==> src/rtl/mc_outer_pkg.sv <==
package mc_outer_pkg;

    typedef enum logic [2:0] {
        WK_NONE,
        WK_LOW,
        WK_LATCH,
        WK_EXT,
        WK_CMD,
        WK_IRQ
    } wr_kind_e;

endpackage

==> src/rtl/mc_wr_classify.sv <==
module mc_wr_classify
    import mc_outer_pkg::*;
#(
    parameter int ADDR_W  = 16,
    parameter int SW_W    = 3,
    parameter int SW_BASE = 4
) (
    input  logic              wr,
    input  logic [ADDR_W-1:0] addr,
    input  logic [SW_W-1:0]   sw,
    input  logic              latch_mode,
    input  logic              ext_ok,
    output wr_kind_e          kind,
    output logic              low_hit
);
    localparam int NTAP = 1 << SW_W;

    logic [NTAP-1:0] taps;
    logic            is_low, is_high, is_ext_addr;

    assign taps        = addr[SW_BASE +: NTAP] >> sw;
    assign low_hit     = taps[0];
    assign is_low      = (addr[ADDR_W-1 -: 4] == 4'h5);
    assign is_high     = addr[ADDR_W-1];
    assign is_ext_addr = (addr == ADDR_W'(16'h8001));

    always_comb begin
        kind = WK_NONE;
        if (wr) begin
            if (is_low)                          kind = WK_LOW;
            else if (is_high && latch_mode)      kind = WK_LATCH;
            else if (is_high && is_ext_addr && ext_ok) kind = WK_EXT;
            else if (is_high && !addr[ADDR_W-2]) kind = WK_CMD;
            else if (is_high)                    kind = WK_IRQ;
        end
    end
endmodule

==> src/rtl/mc_data_quirk.sv <==
module mc_data_quirk #(
    parameter int ADDR_W = 16,
    parameter int DATA_W = 8
) (
    input  logic              en,
    input  logic [ADDR_W-1:0] addr,
    input  logic [DATA_W-1:0] din,
    output logic [DATA_W-1:0] dout
);
    logic at_port;
    assign at_port = en && (addr == ADDR_W'(16'h8000));

    always_comb begin
        dout = din;
        if (at_port && din == DATA_W'(8'h46))      dout = DATA_W'(8'h47);
        else if (at_port && din == DATA_W'(8'h47)) dout = DATA_W'(8'h46);
    end
endmodule

==> src/rtl/mc_outer_decoder.sv <==
module mc_outer_decoder
    import mc_outer_pkg::*;
#(
    parameter int ADDR_W = 16,
    parameter int DATA_W = 8,
    parameter int NREG   = 8,
    parameter int SW_W   = 3,
    parameter int LAT_W  = 2
) (
    input  logic                   clk,
    input  logic                   pwr_rst_n,
    input  logic                   soft_rst,
    input  logic                   variant_a,
    input  logic                   chr_ram_board,
    input  logic                   wr,
    input  logic [ADDR_W-1:0]      addr,
    input  logic [DATA_W-1:0]      data,
    input  logic [DATA_W-1:0]      inner_cmd,
    output logic [NREG*DATA_W-1:0] outer_regs,
    output logic [SW_W-1:0]        switch_pos,
    output logic [LAT_W-1:0]       chr_latch,
    output logic                   cmd_we,
    output logic                   irq_we,
    output logic [ADDR_W-1:0]      inner_addr,
    output logic [DATA_W-1:0]      inner_data
);
    localparam int IDX_W    = $clog2(NREG);
    localparam int HALF     = NREG / 2;
    localparam int SEL_W    = $clog2(HALF);
    localparam int MODE_REG = 0;
    localparam int CTRL_REG = HALF - 1;

    typedef logic [NREG-1:0][DATA_W-1:0] regs_t;

    typedef struct packed {
        regs_t             regs;
        logic [SW_W-1:0]   sw;
        logic [LAT_W-1:0]  latch;
        logic              cmd_we;
        logic              irq_we;
        logic [ADDR_W-1:0] addr;
        logic [DATA_W-1:0] data;
    } state_t;

    function automatic regs_t init_regs();
        regs_t r;
        for (int i = 0; i < NREG; i++)
            r[i] = (i < HALF) ? '0 : '1;
        return r;
    endfunction

    state_t            s_d, s_q;
    wr_kind_e          kind;
    logic              low_hit, latch_mode, ext_ok;
    logic [DATA_W-1:0] fwd_data;
    logic [IDX_W-1:0]  low_idx, ext_idx;

    assign latch_mode = s_q.regs[MODE_REG][6] && !s_q.regs[MODE_REG][5];
    assign ext_ok     = s_q.regs[CTRL_REG][1] && inner_cmd[3];
    assign low_idx    = IDX_W'(addr[SEL_W-1:0]);
    assign ext_idx    = IDX_W'(HALF) + IDX_W'(inner_cmd[SEL_W-1:0]);

    mc_wr_classify #(.ADDR_W(ADDR_W), .SW_W(SW_W), .SW_BASE(4)) i_classify (
        .wr         (wr),
        .addr       (addr),
        .sw         (s_q.sw),
        .latch_mode (latch_mode),
        .ext_ok     (ext_ok),
        .kind       (kind),
        .low_hit    (low_hit)
    );

    mc_data_quirk #(.ADDR_W(ADDR_W), .DATA_W(DATA_W)) i_quirk (
        .en   (chr_ram_board),
        .addr (addr),
        .din  (data),
        .dout (fwd_data)
    );

    always_comb begin
        s_d        = s_q;
        s_d.cmd_we = 1'b0;
        s_d.irq_we = 1'b0;
        if (soft_rst) begin
            s_d.regs  = init_regs();
            s_d.sw    = s_q.sw + 1'b1;
            s_d.latch = '0;
        end else begin
            unique case (kind)
                WK_LOW: begin
                    if (low_hit)
                        s_d.regs[low_idx] = data;
                    if (variant_a && s_d.regs[CTRL_REG][1])
                        s_d.regs[MODE_REG][2:0] = 3'b000;
                end
                WK_LATCH: begin
                    s_d.latch = s_q.regs[MODE_REG][4] ? '0 : data[LAT_W-1:0];
                end
                WK_EXT: begin
                    s_d.regs[ext_idx] = data;
                end
                WK_CMD: begin
                    s_d.cmd_we = 1'b1;
                    s_d.addr   = addr;
                    s_d.data   = fwd_data;
                end
                WK_IRQ: begin
                    s_d.irq_we = 1'b1;
                    s_d.addr   = addr;
                    s_d.data   = data;
                end
                default: ;
            endcase
        end
    end

    always_ff @(posedge clk) begin
        if (!pwr_rst_n) begin
            s_q        <= '0;
            s_q.regs   <= init_regs();
        end else begin
            s_q <= s_d;
        end
    end

    assign outer_regs = s_q.regs;
    assign switch_pos = s_q.sw;
    assign chr_latch  = s_q.latch;
    assign cmd_we     = s_q.cmd_we;
    assign irq_we     = s_q.irq_we;
    assign inner_addr = s_q.addr;
    assign inner_data = s_q.data;


    sw_step_chk: assert property (@(posedge clk) disable iff (!pwr_rst_n)
        soft_rst |=> s_q.sw == $past(s_q.sw) + 1'b1);


    soft_init_chk: assert property (@(posedge clk) disable iff (!pwr_rst_n)
        soft_rst |=> (s_q.regs == init_regs()) && (s_q.latch == '0));


    low_no_fwd_chk: assert property (@(posedge clk) disable iff (!pwr_rst_n)
        (wr && !soft_rst && addr[ADDR_W-1 -: 4] == 4'h5) |=> !cmd_we && !irq_we);


    latch_no_fwd_chk: assert property (@(posedge clk) disable iff (!pwr_rst_n)
        (wr && !soft_rst && addr[ADDR_W-1] && latch_mode) |=> !cmd_we && !irq_we);


    ext_store_chk: assert property (@(posedge clk) disable iff (!pwr_rst_n)
        (wr && !soft_rst && !latch_mode && ext_ok && addr == ADDR_W'(16'h8001))
        |=> !cmd_we && s_q.regs[$past(ext_idx)] == $past(data));


    fwd_strobe_chk: assert property (@(posedge clk) disable iff (!pwr_rst_n)
        (wr && !soft_rst && addr[ADDR_W-1] && !latch_mode
         && !(ext_ok && addr == ADDR_W'(16'h8001)))
        |=> (cmd_we != irq_we) && inner_addr == $past(addr));


    one_strobe_chk: assert property (@(posedge clk) disable iff (!pwr_rst_n)
        $onehot0({cmd_we, irq_we}));
endmodule

==> config.mk <==
export PLATFORM = sky130hd
export DESIGN_NAME = mc_outer_decoder
export DESIGN_NICKNAME = d
export VERILOG_FILES = /design/src/rtl/mc_outer_pkg.sv /design/src/rtl/mc_wr_classify.sv /design/src/rtl/mc_data_quirk.sv /design/src/rtl/mc_outer_decoder.sv
export SDC_FILE = /design/constraint.sdc
export NUM_CORES = 1
export LEC_CHECK = 0
export BUFFER_PORTS_ARGS = -buffer_cell sky130_fd_sc_hd__buf_2
export CORE_ASPECT_RATIO = 1.25
export CORE_MARGIN = 2
export CORE_UTILIZATION = 41
export DETAILED_ROUTE_END_ITERATION = 7
export GPL_TIMING_DRIVEN = 0
export PLACE_DENSITY = 0.64
export SYNTH_ARGS = -nofsm -noshare
export SYNTH_HDL_FRONTEND = slang
export SYNTH_SLANG_ARGS = --single-unit
==> constraint.sdc <==
create_clock -name clk -period 6.2 [get_ports clk]
set_clock_uncertainty 0.05 [all_clocks]
set_input_delay 0 -clock clk [delete_from_list [all_inputs] [get_ports clk]]
set_output_delay 0 -clock clk [all_outputs]
set_load 0.005 [all_outputs]
==> results of run 1 <==
## layout by cell type, fill, tap and decap left out, types with 2 or more instances in the layout
cell type      synthesis  layout
nand2b_1               4       4
inv_1                  3       3
xnor2_1                2       2
nor3_1                 2       2
a32o_1                 3       3
buf_2                  7     124
and4b_1                3       3
nand3_1                2       2
nor4_2                 2       2
dfxtp_1               95      95
and4_1                 3       3
dlygate4sd3_1          0      22
dlygate4sd1_1          2       2
bufinv_16              0       4
mux2i_1               37      37
a21oi_1                4       4
a22o_1                16      16
a311o_2                4       4
a221o_1               32      32
or2_2                  2       2
mux4_1                 2       2
nor4_1                 2       2
nor3_2                 2       2
buf_4                  7       7
nor2b_1               25      25
clkbuf_1               6       6
clkbuf_8               0       9
and2_1                 3       3
nor2_1                24      24
nand2_1                9       9
## metal layers
layer / global-route usage, % / up-vias / share of wire [%]
met3: 4.17 / 11 / 4.7
li1: - / 1524 / -
met2: 36.0 / 105 / 49
met5: 0 / - / 0
met4: 7.46 / 0 / 1.4
met1: 27.3 / 1521 / 44
## kinds of logic after synthesis
group                    share of synthesized area [%]
AO/OA/AOI/OAI                                     17.1
XOR/XNOR                                         0.709
adder cells (fa/ha/maj)                          0.338
buffers and inverters                             3.88
flip-flops                                        51.3
multiplexers                                      12.0
AND/OR/NAND/NOR                                   14.7
## cells in the mapped netlist (3+ instances only)
master    count
dfxtp_1      95
mux2i_1      37
a221o_1      32
nor2b_1      25
nor2_1       24
a22o_1       16
nand2_1       9
buf_2         7
buf_4         7
clkbuf_1      6
a21oi_1       4
a311o_2       4
nand2b_1      4
a32o_1        3
and2_1        3
and4_1        3
and4b_1       3
inv_1         3
## worst max-delay path, cell delays in order (launching register included)
cell     delay [ns]
dfxtp_1        0.45
mux4_1         0.63
mux2i_4        0.33
nand2_2        0.13
a311o_2        0.42
a221o_1        0.38
## area by class of cell
type | count | area, µm² | share of cell area, %
sequential | 95 | 1900 | 38.6
multi-input combinational | 204 | 1660 | 33.7
timing repair buffer | 139 | 806 | 16.3
tap | 120 | 150 | 3.05
clock inverter | 7 | 143 | 2.89
buffer | 23 | 133 | 2.69
clock buffer | 9 | 124 | 2.51
inverter | 3 | 11.3 | 0.228
## metrics by stage
step                area, µm²  hold WS [ns]  util, %
floorplan                3710        0.0388        -
global placement         4440         0.201     50.8
detailed placement       4440         0.205     50.8
CTS                      4930        0.0261     56.3
global route             4930        0.0533     56.3
finish                   4930        0.0389     56.3
## power by group through the flow
stage / registers (mW) / clock network (mW) / logic, mW
final: 0.623 / 0.528 / 0.102
after global placement: 0.637 / 0 / 0.0902
after CTS: 0.623 / 0.536 / 0.103
after detailed placement: 0.637 / 0 / 0.0912
after floorplan: 0.638 / 0 / 0.0529
after global routing: 0.624 / 0.558 / 0.111
## flip-flops by register name, indices dropped and copies added, names as in the netlist
register	count
chr_latch	2
irq_we	1
outer_regs	64
switch_pos	3
cmd_we	1
inner_data	8
inner_addr	16
## worst max path at each step
stage                              from              to  slack (ns)  cells after the start
after floorplan           switch_pos[0]  outer_regs[32]        3.95                      5
after global placement    switch_pos[0]  outer_regs[53]        3.74                      5
after detailed placement  switch_pos[0]  outer_regs[48]        3.74                      5
after CTS                 switch_pos[0]  outer_regs[44]        3.71                      5
after global routing      switch_pos[0]  outer_regs[50]        3.65                      5
final                     switch_pos[0]  outer_regs[44]        3.71                      5
==> flow_metrics.tcl, run 1 <==
set metrics [dict create \
    slew_headroom_pct 46.6 \
    die_h_um 110 \
    dpl.cell_count 562 \
    internal_power_uw 974 \
    worstHoldPathCells 5 \
    place_congestion 0.788 \
    drive_gt1_share_pct 33.8 \
    fin_crit_sh_pct 40.2 \
    final_hold_viol_count 0 \
    synth_top_area_cell "dfxtp_1" \
    via_per_inst 5.27 \
    nFillCells 824 \
    cts-root-buf "clkbuf_8" \
    r2r-start "switch_pos[0]" \
    design.core.area_mm2 0.00875 \
    synth_cells 325 \
    avgSynthCellArea_um2 11.4 \
    hold_path.startpoint "wr" \
    grt_max_degree 17 \
    fp.dieArea_mm2 0.00982 \
    dp_hpwl_um 7280 \
    min_to "irq_we" \
    ys_ff_latch 95 \
    yosys_warnings 0 \
    routed_wl_um 10600 \
    vias 3161 \
    drt-initial-drc-count 157 \
    netlist_area_mm2 0.00371 \
    fin_ws_ns 3.71 \
    grtUsageTotal_pct 21.4 \
    cts_resized 0 \
    synth.area.top_cells "dfxtp_1 (51%), mux2i_1 (10%), a221o_1 (8.6%), nor2b_1 (4.2%), a22o_1 (3.8%)" \
    crit_arrival_ns 2.70 \
    num_rows 38 \
    seq_power_share_pct 49.7 \
    synth_edf_count 0 \
    wl_per_cell_um 17.7 \
    fp.dieW_um 89.0 \
    cts_tree "yes" \
    tightest_slew_ns 0.797 \
    post-cts-setup-buffers 0 \
    crit_fanout 8 \
    drt-pass1-iter-count 5 \
    grt_remaining_overflow 0 \
    io_pins 133 \
    critPathRequiredTime_ns 6.41 \
    status "finished, final reports clean" \
    final_cell_count_no_fill 600 \
    power_mw 1.25 \
    r2r_slack_ns 3.71 \
    drc 0 \
    postRouteAntennaNets 0 \
    setup_viol 0 \
    ir_drop_uv 133 \
    power.density_mw_per_mm2 254 \
    async_reset_ff_share_pct 0 \
    clk_latency_ns 0.37 \
    cts_hold_buffers 22 \
    grt_pass1_vias 3010 \
    ys.flop_type "dfxtp_1" \
    cts_buffer_depth 2 \
    port-buffer-count 117 \
    start_util_pct 42.4 \
    endpoint_kind "register" \
    maxSlewViolCount 0 \
    drv_cap 0 \
    antennaDiodeCount 0 \
    p_sw_uw 280 \
    power.leakage_nw 2.13 \
    min_period_ns 2.49 \
    cts-buffers-inserted 9 \
    reg2regPathDepth 5 \
    hold_class "primary input to register" \
    combPwrFrac_pct 8.2 \
    ys_seq_area_share_pct 51.3 \
    cp-start-kind "register" \
    clock.fmax_mhz 401 \
    path_clk_slew_ns 0.09 \
    grt_antenna_before_repair 0 \
    crit_type "register to register" \
    grt_setup_unrepaired "false" \
    grt_pass1_wl_um 15600 \
    clkPwrFrac_pct 42.1 \
    yosysTopAreaCellShare_pct 51.3 \
    place_ws_ns 3.74 \
    p_sw_share_pct 22.3 \
    nets 514 \
    synth_cell_types 49 \
    r2r_end "outer_regs[44]" \
    setup_tns_ns 0 \
    cts_sinks 95 \
    htree_levels 3 \
    areaGrowthSynthToFinish_pct 33.0 \
    synth_fp_nets 364 \
]
Power figures use the tool's default switching activity.
==> run 2, diff against run 1 <==
--- a/config.mk
+++ b/config.mk
@@ -11,7 +11,7 @@
 export CORE_UTILIZATION = 41
 export DETAILED_ROUTE_END_ITERATION = 7
 export GPL_TIMING_DRIVEN = 0
-export PLACE_DENSITY = 0.64
+export PLACE_DENSITY = 0.67
 export SYNTH_ARGS = -nofsm -noshare
 export SYNTH_HDL_FRONTEND = slang
 export SYNTH_SLANG_ARGS = --single-unit
==> constraint.sdc (replaced) <==
create_clock -name clk -period 2.05 [get_ports clk]
set_clock_uncertainty 0.05 [all_clocks]
set_input_delay 0 -clock clk [delete_from_list [all_inputs] [get_ports clk]]
set_output_delay 0 -clock clk [all_outputs]
set_load 0.005 [all_outputs]
==> flow_metrics.tcl, run 2 (synthesized netlist as in run 1, its figures left out) <==
set metrics [dict create \
    vias 3235 \
    final_hold_viol_count 1 \
    maxSlewViolCount 0 \
    path_clk_slew_ns 0.08 \
    fin_ws_ns -0.0826 \
    nFillCells 829 \
    drt-initial-drc-count 164 \
    top_usage_layer "met2" \
    grt_pass1_wl_um 15800 \
    cts_tree "yes" \
    fin_crit_sh_pct 104 \
    crit_type "register to register" \
    tightest_slew_ns 0.552 \
    nets 520 \
    grt_setup_unrepaired "true" \
    cts_sinks 95 \
    setup_viol 39 \
    cts_buffer_depth 2 \
    dp_hpwl_um 7230 \
    met1_usage_pct 27.3 \
    htree_levels 3 \
    die_h_um 110 \
    endpoint_kind "register" \
    drv_cap 0 \
    power.density_mw_per_mm2 727 \
    clk_latency_ns 0.37 \
    wl_per_cell_um 18.0 \
    grt_pass1_vias 2966 \
    routed_wl_um 10900 \
    port-buffer-count 117 \
    crit_fanout 8 \
    use_met2_pct 37.2 \
    antennaDiodeCount 0 \
    fp.dieW_um 89.0 \
    drive_gt1_share_pct 36.0 \
    cts-root-buf "clkbuf_8" \
    grt_max_degree 15 \
    utilization_pct 57.6 \
    drt-pass1-iter-count 4 \
    fp.dieArea_mm2 0.00982 \
    largest_register_ffs 64 \
    io_pins 133 \
    grt_remaining_overflow 0 \
    areaGrowthSynthToFinish_pct 36.0 \
    ir_drop_uv 463 \
    postRouteAntennaNets 0 \
    grtUsageTotal_pct 21.9 \
    power.leakage_nw 2.18 \
    crit_arrival_ns 2.35 \
    grt_antenna_before_repair 0 \
    hold_class "primary input to register" \
    violations "hold timing, setup timing" \
    drc 0 \
    power_mw 3.66 \
    num_rows 38 \
    layout_common_cells "buf_2 (120), dfxtp_1 (93), mux2i_1 (37)" \
    cts_hold_buffers 21 \
    clock.fmax_mhz 469 \
    use_met3_pct 4.91 \
    design.core.area_mm2 0.00875 \
    min_period_ns 2.13 \
    final_common_cell "buf_2" \
    critPathRequiredTime_ns 2.26 \
    via_per_inst 5.34 \
    place_congestion 0.788 \
    start_util_pct 42.4 \
    status "complete, but fails checks" \
    cts-buffers-inserted 9 \
    fin_hold_ws_ns -0.0532 \
    cp-start-kind "register" \
    slew_headroom_pct 63.0 \
]
run 2: cell types whose count changed in the layout (fill, tap and decap cells not counted), sizes merged:
cell,change
bufinv,-2
dlygate4sd3,-1
inv,-1
buf,+6
clkbuf,+6
clkinv,-2
run 2: area by class of cell:
type	count	area [µm²]	share of cell area, %
well taps	120	150	2.98
inverters	3	11.3	0.223
multi-input cells	204	1710	33.9
clock inverters	2	60.1	1.19
clock buffers	14	174	3.45
repair buffers	146	890	17.6
plain buffers	22	140	2.78
flip-flops and latches	95	1910	37.8
run 2: report_power, final:
part	total, mW	switching [mW]	internal (mW)	leakage (nW)
combinational	0.360	0.190	0.170	1.29
sequential	1.88	0.0164	1.87	0.770
clock	1.42	0.622	0.797	0.116
run 2: critical path, cell delays in order, from the launching register on:
cell and delay [ns]:
dfxtp_4 0.37, mux4_2 0.53, mux2i_4 0.20, nand2_2 0.10, a311o_2 0.40, a221o_1 0.37
run 2: final timing paths:
kind / startpoint / to / slack, ns / cells after the start
setup / recovery: switch_pos[0] / outer_regs[47] / -0.08 / 5
hold / removal: addr[9] / inner_addr[9] / -0.05 / 3
setup reg to reg: switch_pos[0] / outer_regs[47] / -0.08 / 5
hold reg to reg: inner_addr[15] / inner_addr[15] / 0.41 / 2
run 2: per-stage QoR:
stage | setup WS, ns | instances | TNS [ns] | area (µm²)
after floorplan | -0.0711 | 325 | -1.29 | 3700
after global placement | -0.250 | 562 | -9.47 | 4440
after detailed placement | -0.280 | 562 | -10.98 | 4440
after CTS | -0.148 | 602 | -3.25 | 4950
after global routing | -0.137 | 606 | -4.31 | 5040
final | -0.0826 | 606 | -1.60 | 5040
run 2: routing by layer:
metal / up-vias / wire length [µm] / share of wire [%]
met3: 11 / 749 / 6.9
met1: 1571 / 4510 / 41
met5: - / 0 / 0
li1: 1541 / - / -
met2: 112 / 5530 / 51
met4: 0 / 144 / 1.3
run 2: what timing repair did:
action | in CTS | in global routing
pin swaps | 6 | 26
buffers inserted | 4 | 6
hold endpoints to repair | 60 | 1
endpoints found under the setup margin | 76 | 72
resized for setup | 9 | 13
==> run 3, diff against run 2 <==
--- a/config.mk
+++ b/config.mk
@@ -11,7 +11,7 @@
 export CORE_UTILIZATION = 41
 export DETAILED_ROUTE_END_ITERATION = 7
 export GPL_TIMING_DRIVEN = 0
-export PLACE_DENSITY = 0.67
+export PLACE_DENSITY = 0.64
 export SYNTH_ARGS = -nofsm -noshare
 export SYNTH_HDL_FRONTEND = slang
 export SYNTH_SLANG_ARGS = --single-unit
==> constraint.sdc (replaced) <==
create_clock -name clk -period 2.42 [get_ports clk]
set_clock_uncertainty 0.05 [all_clocks]
set_input_delay 0 -clock clk [delete_from_list [all_inputs] [get_ports clk]]
set_output_delay 0 -clock clk [all_outputs]
set_load 0.005 [all_outputs]
==> flow_metrics.tcl, run 3 (synthesized netlist as in run 1, its figures left out) <==
set metrics [dict create \
    status "finished, final reports clean" \
    drt-initial-drc-count 138 \
    drive_gt1_share_pct 34.1 \
    cts_buffer_depth 2 \
    wl_per_cell_um 17.7 \
    io_pins 133 \
    dpl.cell_count 562 \
    nets 515 \
    ir_drop_uv 340 \
    fin_crit_sh_pct 96.0 \
    cts-buffers-inserted 9 \
    power.density_mw_per_mm2 652 \
    place_congestion 0.788 \
    antennaDiodeCount 0 \
    grt_setup_unrepaired "false" \
    critPathRequiredTime_ns 2.62 \
    crit_fanout 8 \
    routed_wl_um 10600 \
    clock.fmax_mhz 431 \
    endpoint_kind "register" \
    via_per_inst 5.23 \
    tightest_slew_ns 0.806 \
    power.leakage_nw 2.14 \
    grt_antenna_before_repair 0 \
    design.core.area_mm2 0.00875 \
    largest_register_ffs 64 \
    grt_max_degree 17 \
    setup_viol 0 \
    r2r-start "switch_pos[0]" \
    start_util_pct 42.4 \
    layout_common_cells "buf_2 (124), dfxtp_1 (94), mux2i_1 (37)" \
    min_period_ns 2.32 \
    reg2regPathDepth 5 \
    final_common_cell "buf_2" \
    areaGrowthSynthToFinish_pct 33.2 \
    cp-start-kind "register" \
    grt_pass1_vias 3014 \
    num_rows 38 \
    dp_hpwl_um 7280 \
    grt_remaining_overflow 0 \
    fp.dieW_um 89.0 \
    crit_arrival_ns 2.53 \
    die_h_um 110 \
    cts_sinks 95 \
    hold_class "primary input to register" \
    crit_path_start "switch_pos[0]" \
    crit_type "register to register" \
    path_clk_slew_ns 0.09 \
    htree_levels 3 \
    cts_tree "yes" \
    maxSlewViolCount 0 \
    slew_headroom_pct 46.0 \
    drv_cap 0 \
    design_area_mm2 0.00494 \
    grtUsageTotal_pct 21.5 \
    vias 3142 \
    clk_latency_ns 0.37 \
    final_hold_viol_count 0 \
    postRouteAntennaNets 0 \
    worstHoldPathCells 5 \
    final_cell_count_no_fill 601 \
    grt_pass1_wl_um 15600 \
    fp.dieArea_mm2 0.00982 \
    hold_path.startpoint "wr" \
    cts-root-buf "clkbuf_8" \
    place_area_mm2 0.00444 \
    drt-pass1-iter-count 4 \
    port-buffer-count 117 \
    drc 0 \
]
[run 3: power breakdown]
group	internal [mW]	leakage, nW	total [mW]	switching [mW]
Combinational	0.122	1.24	0.266	0.144
Sequential	1.58	0.769	1.60	0.0144
Clock	0.794	0.134	1.35	0.560
Total	2.50	2.14	3.22	0.719
[run 3: final cells by class]
| type | count | area, µm² |
|---|---|---|
| Buffer | 23 | 133 |
| Clock buffer | 9 | 124 |
| Clock inverter | 7 | 143 |
| Fill cell | 824 | 3810 |
| Inverter | 3 | 11.3 |
| Multi-Input combinational cell | 204 | 1660 |
| Sequential cell | 95 | 1900 |
| Tap cell | 120 | 150 |
| Timing Repair Buffer | 140 | 813 |
[run 3: path summary, 6_finish.rpt]
path	slack [ns]	endpoint
max reg2reg	0.1	outer_regs[44]
min	0.04	irq_we
min reg2reg	0.41	inner_addr[15]
max	0.1	outer_regs[44]
[run 3: layer usage]
| metal | track usage, % | part of all wire, % |
|---|---|---|
| met1 | 27.5 | 43 |
| met2 | 36.0 | 50 |
| met3 | 4.17 | 5.4 |
| met4 | 7.46 | 1.2 |
| met5 | 0 | 0 |
[run 3: per-stage QoR]
step           hold slack (ns)  power [mW]  util, %  setup slack (ns)  TNS, ns
6_report                0.0398        3.22     56.4            0.0977        0
3_3_place_gp             0.201        1.86     50.8           -0.0359   -0.682
4_1_cts                 0.0261        3.24     56.4            0.0390        0
2_1_floorplan           0.0388        1.77        -             0.166        0
3_5_place_dp             0.205        1.87     50.8           -0.0409   -0.650
5_1_grt                 0.0533        3.32     56.4            0.0147        0
[run 3: timing repair]
| action | 4_1_cts | 5_1_grt |
|---|---|---|
| setup endpoints to repair | 37 | 35 |
| resized for setup | 0 | 1 |
| hold endpoints to repair | 60 | 0 |
| hold buffers | 22 | 0 |
| setup buffers | 1 | 0 |
[run 3: worst max-delay path, stage by stage, from the launching register on]
cell and delay (ns):
dfxtp_2 0.40, mux4_1 0.61, mux2i_4 0.25, nand2_2 0.12, a311o_2 0.41, a221o_1 0.38
